--- src/rtl/crt_pkg.sv ---
package crt_pkg;

    localparam int REG_W      = 8;
    localparam int NREGS      = 17;
    localparam int IDX_W      = 5;
    localparam int PROT_LIMIT = 8;
    localparam int HC_W       = 9;
    localparam int VC_W       = 12;
    localparam int VV_W       = 11;
    localparam int HSE_W      = 5;
    localparam int HBE_W      = 6;
    localparam int VSE_W      = 4;
    localparam int VBE_W      = 8;
    localparam int LC_W       = 10;

    localparam logic [IDX_W-1:0] LAST_IDX = IDX_W'(NREGS - 1);
    localparam logic [IDX_W-1:0] PROT_TOP = IDX_W'(PROT_LIMIT - 1);

    typedef enum logic [IDX_W-1:0] {
        IX_HTOT    = 5'd0,
        IX_HDISP   = 5'd1,
        IX_HBSTART = 5'd2,
        IX_HBEND   = 5'd3,
        IX_HSSTART = 5'd4,
        IX_HSEND   = 5'd5,
        IX_VTOT    = 5'd6,
        IX_OVF     = 5'd7,
        IX_MAXSCAN = 5'd8,
        IX_VSSTART = 5'd9,
        IX_VSEND   = 5'd10,
        IX_VDISP   = 5'd11,
        IX_VBSTART = 5'd12,
        IX_VBEND   = 5'd13,
        IX_LCMP    = 5'd14,
        IX_VEXT    = 5'd15,
        IX_MISC    = 5'd16
    } reg_idx_e;

    typedef logic [NREGS-1:0][REG_W-1:0] reg_file_t;

    typedef struct packed {
        logic [REG_W-1:0] h_total;
        logic [REG_W-1:0] h_disp;
        logic [REG_W-1:0] h_blank_start;
        logic [HBE_W-1:0] h_blank_end;
        logic [REG_W-1:0] h_sync_start;
        logic [HSE_W-1:0] h_sync_end;
        logic [VV_W-1:0]  v_total;
        logic [VV_W-1:0]  v_disp;
        logic [VV_W-1:0]  v_blank_start;
        logic [VBE_W-1:0] v_blank_end;
        logic [VV_W-1:0]  v_sync_start;
        logic [VSE_W-1:0] v_sync_end;
        logic [LC_W-1:0]  line_cmp;
        logic             hs_neg;
        logic             vs_neg;
    } crt_cfg_t;

    // Power-on register bank: short 16x12 raster for quick turnaround.
    function automatic reg_file_t reset_regs();
        reg_file_t r;
        r = '0;
        r[IX_HTOT]    = 8'd11;
        r[IX_HDISP]   = 8'd9;
        r[IX_HBSTART] = 8'd9;
        r[IX_HBEND]   = 8'd15;
        r[IX_HSSTART] = 8'd11;
        r[IX_HSEND]   = 8'd13;
        r[IX_VTOT]    = 8'd10;
        r[IX_VSSTART] = 8'd8;
        r[IX_VSEND]   = 8'd9;
        r[IX_VDISP]   = 8'd7;
        r[IX_VBSTART] = 8'd7;
        r[IX_VBEND]   = 8'd11;
        r[IX_LCMP]    = 8'd8;
        return r;
    endfunction

    // Gather split fields into full-width timing values.
    function automatic crt_cfg_t decode_regs(reg_file_t r);
        crt_cfg_t c;
        c.h_total       = r[IX_HTOT];
        c.h_disp        = r[IX_HDISP];
        c.h_blank_start = r[IX_HBSTART];
        c.h_blank_end   = {r[IX_HSEND][7], r[IX_HBEND][4:0]};
        c.h_sync_start  = r[IX_HSSTART];
        c.h_sync_end    = r[IX_HSEND][4:0];
        c.v_total       = {r[IX_VEXT][0], r[IX_OVF][5], r[IX_OVF][0], r[IX_VTOT]};
        c.v_disp        = {r[IX_VEXT][1], r[IX_OVF][6], r[IX_OVF][1], r[IX_VDISP]};
        c.v_blank_start = {r[IX_VEXT][2], r[IX_MAXSCAN][5], r[IX_OVF][3], r[IX_VBSTART]};
        c.v_blank_end   = r[IX_VBEND];
        c.v_sync_start  = {r[IX_VEXT][3], r[IX_OVF][7], r[IX_OVF][2], r[IX_VSSTART]};
        c.v_sync_end    = r[IX_VSEND][3:0];
        c.line_cmp      = {r[IX_MAXSCAN][6], r[IX_OVF][4], r[IX_LCMP]};
        c.hs_neg        = r[IX_MISC][6];
        c.vs_neg        = r[IX_MISC][7];
        return c;
    endfunction

endpackage

--- src/rtl/crt_reg_bank.sv ---
module crt_reg_bank
    import crt_pkg::*;
(
    input  logic                clk,
    input  logic                rst,
    input  logic                wr_en,
    input  logic [IDX_W-1:0]    wr_idx,
    input  logic [REG_W-1:0]    wr_data,
    input  logic                frame_end,
    output crt_cfg_t            cfg
);

    reg_file_t shadow;
    logic      protect;
    logic      wr_ok;

    assign protect = shadow[IX_VSEND][7];
    assign wr_ok   = wr_en && (wr_idx <= LAST_IDX) && !(protect && (wr_idx <= PROT_TOP));

    always_ff @(posedge clk) begin
        if (rst) begin
            shadow <= reset_regs();
        end else if (wr_ok) begin
            shadow[wr_idx] <= wr_data;
        end
    end

    always_ff @(posedge clk) begin
        if (rst) begin
            cfg <= decode_regs(reset_regs());
        end else if (frame_end) begin
            cfg <= decode_regs(shadow);
        end
    end


    wp_block_chk: assert property (@(posedge clk) disable iff (rst)
        (wr_en && protect && (wr_idx <= PROT_TOP)) |=>
            (shadow[$past(wr_idx)] == $past(shadow[wr_idx])));


    cfg_hold_chk: assert property (@(posedge clk) disable iff (rst)
        !frame_end |=> $stable(cfg));

endmodule

--- src/rtl/crt_h_timer.sv ---
module crt_h_timer
    import crt_pkg::*;
(
    input  logic             clk,
    input  logic             rst,
    input  crt_cfg_t         cfg,
    output logic [HC_W-1:0]  hcnt,
    output logic             line_end,
    output logic             hs_act,
    output logic             hb_act,
    output logic             h_disp_on
);

    logic [HC_W-1:0] ht_last;

    assign ht_last   = {1'b0, cfg.h_total} + HC_W'(4);
    assign line_end  = (hcnt == ht_last);
    assign h_disp_on = (hcnt <= {1'b0, cfg.h_disp});

    always_ff @(posedge clk) begin
        if (rst) begin
            hcnt   <= '0;
            hs_act <= 1'b0;
            hb_act <= 1'b0;
        end else begin
            hcnt <= line_end ? '0 : hcnt + HC_W'(1);
            if (hcnt == {1'b0, cfg.h_sync_start})
                hs_act <= 1'b1;
            else if (hcnt[HSE_W-1:0] == cfg.h_sync_end)
                hs_act <= 1'b0;
            if (hcnt == {1'b0, cfg.h_blank_start})
                hb_act <= 1'b1;
            else if (hcnt[HBE_W-1:0] == cfg.h_blank_end)
                hb_act <= 1'b0;
        end
    end


    hs_end_chk: assert property (@(posedge clk) disable iff (rst)
        $fell(hs_act) |-> ($past(hcnt[HSE_W-1:0]) == $past(cfg.h_sync_end)));


    hb_end_chk: assert property (@(posedge clk) disable iff (rst)
        $fell(hb_act) |-> ($past(hcnt[HBE_W-1:0]) == $past(cfg.h_blank_end)));

endmodule

--- src/rtl/crt_v_timer.sv ---
module crt_v_timer
    import crt_pkg::*;
(
    input  logic             clk,
    input  logic             rst,
    input  crt_cfg_t         cfg,
    input  logic             line_end,
    input  logic             line_start,
    output logic             frame_end,
    output logic             vs_act,
    output logic             vb_act,
    output logic             v_disp_on,
    output logic             lc_pulse
);

    logic [VC_W-1:0] vcnt;
    logic [VC_W-1:0] vt_last;

    assign vt_last   = {1'b0, cfg.v_total} + VC_W'(1);
    assign frame_end = line_end && (vcnt == vt_last);
    assign v_disp_on = (vcnt <= {1'b0, cfg.v_disp});
    assign lc_pulse  = line_start && (vcnt == {{(VC_W-LC_W){1'b0}}, cfg.line_cmp});

    always_ff @(posedge clk) begin
        if (rst) begin
            vcnt   <= '0;
            vs_act <= 1'b0;
            vb_act <= 1'b0;
        end else if (line_end) begin
            vcnt <= frame_end ? '0 : vcnt + VC_W'(1);
            if (vcnt == {1'b0, cfg.v_sync_start})
                vs_act <= 1'b1;
            else if (vcnt[VSE_W-1:0] == cfg.v_sync_end)
                vs_act <= 1'b0;
            if (vcnt == {1'b0, cfg.v_blank_start})
                vb_act <= 1'b1;
            else if (vcnt[VBE_W-1:0] == cfg.v_blank_end)
                vb_act <= 1'b0;
        end
    end


    vs_end_chk: assert property (@(posedge clk) disable iff (rst)
        $fell(vs_act) |-> ($past(vcnt[VSE_W-1:0]) == $past(cfg.v_sync_end)));


    lc_single_chk: assert property (@(posedge clk) disable iff (rst)
        lc_pulse |=> !lc_pulse);


    vcnt_bound_chk: assert property (@(posedge clk) disable iff (rst)
        vcnt <= vt_last);

endmodule

--- src/rtl/crt_raster_gen.sv ---
module crt_raster_gen
    import crt_pkg::*;
(
    input  logic               clk,
    input  logic               rst,
    input  logic               wr_en,
    input  logic [4:0]         wr_idx,
    input  logic [7:0]         wr_data,
    output logic               hsync,
    output logic               vsync,
    output logic               hblank,
    output logic               vblank,
    output logic               disp_en,
    output logic               vretrace,
    output logic               line_cmp
);

    crt_cfg_t        cfg;
    logic [HC_W-1:0] hcnt;
    logic            line_end, frame_end;
    logic            hs_act, hb_act, h_disp_on;
    logic            vs_act, vb_act, v_disp_on;

    crt_reg_bank u_regs (
        .clk       (clk),
        .rst       (rst),
        .wr_en     (wr_en),
        .wr_idx    (wr_idx),
        .wr_data   (wr_data),
        .frame_end (frame_end),
        .cfg       (cfg)
    );

    crt_h_timer u_h (
        .clk       (clk),
        .rst       (rst),
        .cfg       (cfg),
        .hcnt      (hcnt),
        .line_end  (line_end),
        .hs_act    (hs_act),
        .hb_act    (hb_act),
        .h_disp_on (h_disp_on)
    );

    crt_v_timer u_v (
        .clk        (clk),
        .rst        (rst),
        .cfg        (cfg),
        .line_end   (line_end),
        .line_start (hcnt == '0),
        .frame_end  (frame_end),
        .vs_act     (vs_act),
        .vb_act     (vb_act),
        .v_disp_on  (v_disp_on),
        .lc_pulse   (line_cmp)
    );

    assign hsync    = hs_act ^ cfg.hs_neg;
    assign vsync    = vs_act ^ cfg.vs_neg;
    assign hblank   = hb_act;
    assign vblank   = vb_act;
    assign disp_en  = h_disp_on && v_disp_on;
    assign vretrace = vs_act;


    retrace_track_chk: assert property (@(posedge clk) disable iff (rst)
        (vretrace != (vsync ^ cfg.vs_neg)) == 1'b0);

endmodule

--- config.mk ---
export PLATFORM = sky130hd
export DESIGN_NAME = crt_raster_gen
export DESIGN_NICKNAME = d
export VERILOG_FILES = /design/src/rtl/crt_pkg.sv /design/src/rtl/crt_reg_bank.sv /design/src/rtl/crt_h_timer.sv /design/src/rtl/crt_v_timer.sv /design/src/rtl/crt_raster_gen.sv
export SDC_FILE = /design/constraint.sdc
export NUM_CORES = 1
export LEC_CHECK = 0
export ABC_CLOCK_PERIOD_IN_PS = 4450
export CORE_UTILIZATION = 55
export DETAILED_ROUTE_END_ITERATION = 12
export GPL_TIMING_DRIVEN = 0
export MAX_ROUTING_LAYER = met4
export PLACE_DENSITY = 0.79
export SLEW_MARGIN = 20
export SYNTH_ARGS = -nofsm -noshare
export SYNTH_HDL_FRONTEND = slang
export SYNTH_SLANG_ARGS = --single-unit
--- constraint.sdc ---
create_clock -name clk -period 4.45 [get_ports clk]
set_clock_uncertainty 0.05 [all_clocks]
set_input_delay 0.445 -clock clk [delete_from_list [all_inputs] [get_ports clk]]
set_output_delay 0.445 -clock clk [all_outputs]
set_load 0.01 [all_outputs]
==> impl_metrics.env, run 1 <==
export IMPL_rows=52
export IMPL_drtAntennaViolNets=0
export IMPL_firstDrtPassIters=8
export IMPL_syn_cell_area_um2=11300
export IMPL_final_cell_mix="dfxtp_1 (248), nand3_1 (165), mux2i_1 (111), nor2_1 (109), a21oi_1 (94)"
export IMPL_ys_types=46
export IMPL_p_leak_nw=4.76
export IMPL_post_cts_setup_buffer_count=0
export IMPL_port_buffers=20
export IMPL_p_per_area_nw_per_um2=371
export IMPL_ys_async_sr_fraction=0
export IMPL_setup_worst_path_end_class="register"
export IMPL_syn_num_nets=1332
export IMPL_rsz0062_at_grt="no"
export IMPL_crit_required_ns=4.86
export IMPL_finalCritPeriodShare=0.880
export IMPL_startpoint_type="register"
export IMPL_critPathMostFrequentCell="clkbuf_1"
export IMPL_met1_length_mm=13.6
export IMPL_grt_usage=0.317
export IMPL_cts_root_buffer="clkbuf_16"
export IMPL_h_tree_depth=1
export IMPL_path_cells="clkbuf_1, xnor2_1, nand4_1, nor2_1, nand4_1, nor3_1, clkbuf_1, clkbuf_1, nand3_1, a21oi_1"
export IMPL_final_hold_viol_count=0
export IMPL_drc=0
export IMPL_path_clk_slew_ns=0.06
export IMPL_setup_ws_ns=0.534
export IMPL_grt_pass1_vias=9264
export IMPL_grt_pass1_wl_mm=51.2
export IMPL_ys_flop_type="dfxtp_1"
export IMPL_synth_edf_count=0
export IMPL_hold_class="reg2reg"
export IMPL_slowest_delay_ns=0.58
export IMPL_drive_above_1_share=0.0706
export IMPL_post_dp_hpwl_mm=22.7
export IMPL_final_nets=1381
export IMPL_crit_fanout=10
export IMPL_ios=23
export IMPL_numCtsBuffers=26
export IMPL_cts_tree="done"
export IMPL_cts_buffer_depth=3
export IMPL_drt_initial_drc_count=1194
export IMPL_grt_max_degree=14
export IMPL_setup_viol=0
export IMPL_cp_slowest_cell="clkbuf_1"
export IMPL_dp_slack_ns=0.724
export IMPL_syn2layout_area_growth_pct=13.1
export IMPL_syn_inst=1292
export IMPL_holdBufCountCts=0
export IMPL_die_width_um=145
export IMPL_avgSynthCellArea_um2=8.76
export IMPL_tns_ns=0
export IMPL_dr_wl_met3_mm=3.09
export IMPL_ys_ff_latch=248
export IMPL_maxSlewViolCount=0
export IMPL_cts_sinks=248
export IMPL_fp_coreArea_um2=20200
export IMPL_wirelength_mm=32.8
export IMPL_die_area_um2=21200
export IMPL_antennaDiodeCount=0
export IMPL_grt_overflow_total=0
export IMPL_critPathKind="reg2reg"
export IMPL_cts_resized_gates=0
export IMPL_gp_congestion=0.996
export IMPL_die_h_um=145
export IMPL_route_met2_wl_mm=14.6
export IMPL_critPathArrivalTime_ns=4.32
export IMPL_fillers=1736
export IMPL_layout_commonest_cell="dfxtp_1"
export IMPL_fin_crit_ns=3.92
export IMPL_yosysSeqAreaShare=0.439
export IMPL_fmax_mhz=255
export IMPL_yosysWarnings=0
export IMPL_insertion_delay_ns=0.53
export IMPL_slew_headroom=0.227
export IMPL_via_per_inst=5.96
export IMPL_status="finished, final reports clean"
export IMPL_top_layer_used="met4"
export IMPL_worst_slew_pin_transition_ns=1.15
export IMPL_peakVddDrop_mv=0.336
export IMPL_vias=9718
export IMPL_p_total_mw=4.75
export IMPL_drv_cap=0
export IMPL_initial_core_util=0.561
export IMPL_antenna_found_initial=0
export IMPL_routedWlPerCell_um=20.1
-- synthesized netlist by cell type, types with 2 or more instances --
| cell | instances | area, um^2 |
|---|---|---|
| clkbuf_1 | 75 | 282 |
| o211a_1 | 2 | 20.0 |
| nand2b_1 | 7 | 43.8 |
| nor2_2 | 11 | 68.8 |
| o31ai_1 | 5 | 37.5 |
| dfxtp_1 | 248 | 4960 |
| ha_1 | 24 | 300 |
| o211ai_1 | 7 | 52.6 |
| nand3_1 | 165 | 826 |
| nor2b_1 | 6 | 37.5 |
| xnor2_1 | 71 | 622 |
| xor2_1 | 46 | 403 |
| nor3_1 | 19 | 95.1 |
| and3_1 | 3 | 18.8 |
| buf_6 | 11 | 124 |
| inv_1 | 25 | 93.8 |
| a21o_1 | 5 | 37.5 |
| nor4_1 | 8 | 50.1 |
| or3_1 | 4 | 25.0 |
| nand2_1 | 57 | 214 |
| buf_1 | 3 | 11.3 |
| o21ai_0 | 25 | 125 |
| o21ai_1 | 89 | 445 |
| mux2i_1 | 111 | 1110 |
| nand4_1 | 20 | 125 |
| nor2_1 | 109 | 409 |
| a21oi_1 | 94 | 470 |
| buf_2 | 22 | 110 |
| o21a_1 | 3 | 22.5 |
-- power breakdown --
| part | leakage [nW] | internal (mW) | switching (mW) | total, mW |
|---|---|---|---|---|
| clock network | 0.460 | 1.45 | 0.900 | 2.35 |
| logic | 2.30 | 0.0480 | 0.117 | 0.165 |
| registers | 2.00 | 2.23 | 0.00602 | 2.24 |
| total | 4.76 | 3.73 | 1.02 | 4.75 |
-- worst max-delay path: cells and delay by family (launching register included) --
family | cells | cell delay [ns]
buf+inv | 3 | 1.56
simple gates | 5 | 1.52
flops | 1 | 0.33
xor+xnor | 1 | 0.19
compound gates | 1 | 0.18
-- worst paths after layout --
| path | startpoint | to | slack [ns] | cells past startpoint |
|---|---|---|---|---|
| max | u_h.hcnt[3] | u_regs.cfg[54] | 0.53 | 10 |
| min | u_regs.shadow[110] | u_regs.cfg[33] | 0.42 | 2 |
| max reg2reg | u_h.hcnt[3] | u_regs.cfg[54] | 0.53 | 10 |
| min reg2reg | u_regs.shadow[110] | u_regs.cfg[33] | 0.42 | 2 |
-- layout make-up --
type	instances	area [um^2]	share of cell area
Multi-Input combinational cell	908	5740	0.448
Sequential cell	248	4960	0.388
Clock buffer	38	787	0.0615
Buffer	111	527	0.0411
Tap cell	270	338	0.0264
Timing Repair Buffer	21	208	0.0162
Clock inverter	9	148	0.0115
Inverter	25	93.8	0.00733
-- kinds of logic after synthesis --
family	share of synthesized area
simple gates	0.178
flops	0.439
fa+ha+maj	0.0265
compound gates	0.113
buf+inv	0.0548
xor+xnor	0.0906
mux	0.0982
-- state kept, by name, indices dropped and copies added (netlist names) --
name            cells
u_regs.cfg        111
u_regs.shadow     111
u_v.vcnt           12
u_h.hcnt            9
u_h.hb_act          1
u_h.hs_act          1
u_regs.protect      1
u_v.vb_act          1
u_v.vs_act          1
-- per-layer routing --
layer | global-route usage | up-vias
met2 | 0.485 | 462
met5 | - | -
met1 | 0.411 | 4586
met3 | 0.0464 | 101
met4 | 0.152 | 0
li1 | - | 4569
-- stage by stage --
stage / utilization / hold slack (ns) / instances / instance area, um^2
3_3_place_gp: 0.588 / 0.399 / 1582 / 11900
3_5_place_dp: 0.588 / 0.409 / 1583 / 11900
4_1_cts: 0.635 / 0.418 / 1630 / 12800
2_1_floorplan: - / 0.387 / 1292 / 11300
6_report: 0.635 / 0.421 / 1630 / 12800
5_1_grt: 0.635 / 0.433 / 1630 / 12800
Power figures use the tool's default switching activity.
==> inputs of run 2 (changes only) <==
- REMOVE_ABC_BUFFERS: default -> 1
==> run 2 against run 1 <==
  * Die area is the same
  * Sequential share of layout area grew 0.96 points
  * Core utilization shrank 1.5 points
  * First-iteration DRC count shrank 35%
  * Combinational power shrank 13%
  * Fmax grew 2.5%
  * Critical path type is now reg2out
  * Highest routed layer unchanged
==> impl_metrics.env, run 2 (synthesized netlist as in run 1, its figures left out) <==
export IMPL_routedWlPerCell_um=18.6
export IMPL_finalCritPeriodShare=0.858
export IMPL_rrSetupSlack_ns=0.72
export IMPL_dp_cells=1498
export IMPL_drt_initial_drc_count=773
export IMPL_maxSlewViolCount=0
export IMPL_final_cell_mix="dfxtp_1 (248), nand3_1 (165), mux2i_1 (111), nor2_1 (108), a21oi_1 (94)"
export IMPL_startpoint_type="register"
export IMPL_gp_congestion=0.841
export IMPL_p_per_area_nw_per_um2=359
export IMPL_cts_resized_gates=0
export IMPL_worst_slew_pin_transition_ns=1.08
export IMPL_grt_max_degree=69
export IMPL_port_buffers=22
export IMPL_setup_viol=0
export IMPL_holdBufCountCts=0
export IMPL_fmax_mhz=262
export IMPL_fin_cells=1543
export IMPL_min_from="rst"
export IMPL_status="finished, final reports clean"
export IMPL_insertion_delay_ns=0.51
export IMPL_syn2layout_area_growth_pct=10.4
export IMPL_firstDrtPassIters=5
export IMPL_reg2reg_from="u_v.vcnt[3]"
export IMPL_die_h_um=145
export IMPL_crit_fanout=15
export IMPL_rows=52
export IMPL_slew_headroom=0.278
export IMPL_cts_buffer_depth=3
export IMPL_antenna_found_initial=0
export IMPL_via_per_inst=6.05
export IMPL_die_width_um=145
export IMPL_antennaDiodeCount=0
export IMPL_drtAntennaViolNets=0
export IMPL_crit_start="u_v.vcnt[5]"
export IMPL_final_nets=1295
export IMPL_critPathKind="reg2out"
export IMPL_fin_crit_ns=3.82
export IMPL_largest_registers="u_regs.cfg: 111 flops, u_regs.shadow: 111 flops, u_v.vcnt: 12 flops"
export IMPL_p_total_mw=4.48
export IMPL_initial_core_util=0.561
export IMPL_rr_endpoint="u_v.vcnt[1]"
export IMPL_fin_util=0.619
export IMPL_grt_pass1_vias=8795
export IMPL_fp_coreArea_um2=20200
export IMPL_die_area_um2=21200
export IMPL_drive_above_1_share=0.0660
export IMPL_setup_worst_path_end_class="primary output"
export IMPL_grt_usage=0.276
export IMPL_rsz0062_at_grt="no"
export IMPL_final_hold_viol_count=0
export IMPL_grt_overflow_total=0
export IMPL_critPathArrivalTime_ns=3.32
export IMPL_post_cts_setup_buffer_count=0
export IMPL_layout_commonest_cell="dfxtp_1"
export IMPL_p_leak_nw=4.62
export IMPL_drv_cap=0
export IMPL_h_tree_depth=1
export IMPL_drc=0
export IMPL_path_clk_slew_ns=0.06
export IMPL_crit_required_ns=3.95
export IMPL_peakVddDrop_mv=0.308
export IMPL_numCtsBuffers=25
export IMPL_wirelength_mm=28.7
export IMPL_rr_worst_depth=8
export IMPL_cts_root_buffer="clkbuf_16"
export IMPL_endpoint="disp_en"
export IMPL_ios=23
export IMPL_vias=9341
export IMPL_post_dp_hpwl_mm=17.7
export IMPL_cts_tree="done"
export IMPL_grt_pass1_wl_mm=46.0
export IMPL_hold_class="in2reg"
export IMPL_cts_sinks=248
-- run 2: cell count changes in the layout (fill, tap and decap cells not counted), sizes merged --
cell,before,now
buf,37,26
clkbuf,113,39
bufinv,4,3
clkinvlp,1,0
clkdlybuf4s50,20,21
clkinv,4,3
-- run 2: power by group --
group | switching (mW) | internal [mW]
clock | 0.831 | 1.26
sequential | 0.0139 | 2.23
combinational | 0.0985 | 0.0457
-- run 2: per-stage QoR --
step	hold slack [ns]	TNS, ns	cell area (um^2)	worst slack (ns)
finish	0.258	0	12500	0.631
CTS	0.253	0	12500	0.642
floorplan	0.381	-329.25	10800	-2.98
detailed placement	0.407	0	11700	0.754
global placement	0.399	-1157.11	11300	-8.28
global route	0.273	0	12500	0.440
-- run 2: worst max-delay path, cell delays in order, from the launching register on --
cell and delay [ns]:
dfxtp_1 0.88, ha_1 0.38, a21o_1 0.18, a21o_1 0.16, a21oi_1 0.15, o221ai_1 0.13
o21a_1 0.15, nor3_1 0.19, clkdlybuf4s50_1 0.58
-- run 2: worst min-delay path by stage --
stage	end	slack [ns]	cells after the start
6_report	u_regs.shadow[54]	0.26	2
3_5_place_dp	u_regs.shadow[70]	0.41	2
3_3_place_gp	u_regs.shadow[70]	0.40	2
2_1_floorplan	u_regs.shadow[69]	0.38	2
4_1_cts	u_regs.shadow[54]	0.25	2
5_1_grt	u_regs.shadow[55]	0.27	2
-- run 2: area by class of cell --
class | count | area, um^2
timing repair buffer | 47 | 520
clock inverter | 6 | 105
fill | 1729 | 7680
multi-input combinational | 908 | 5760
clock buffer | 39 | 708
sequential | 248 | 4960
inverter | 25 | 96.3
tap | 270 | 338
-- run 2: metal layers --
layer,vias up,track usage,part of all wire
li1,4385,-,-
met1,4531,0.347,0.43
met5,-,-,0
met4,0,0.109,0.036
met2,348,0.453,0.48
met3,77,0.0329,0.058
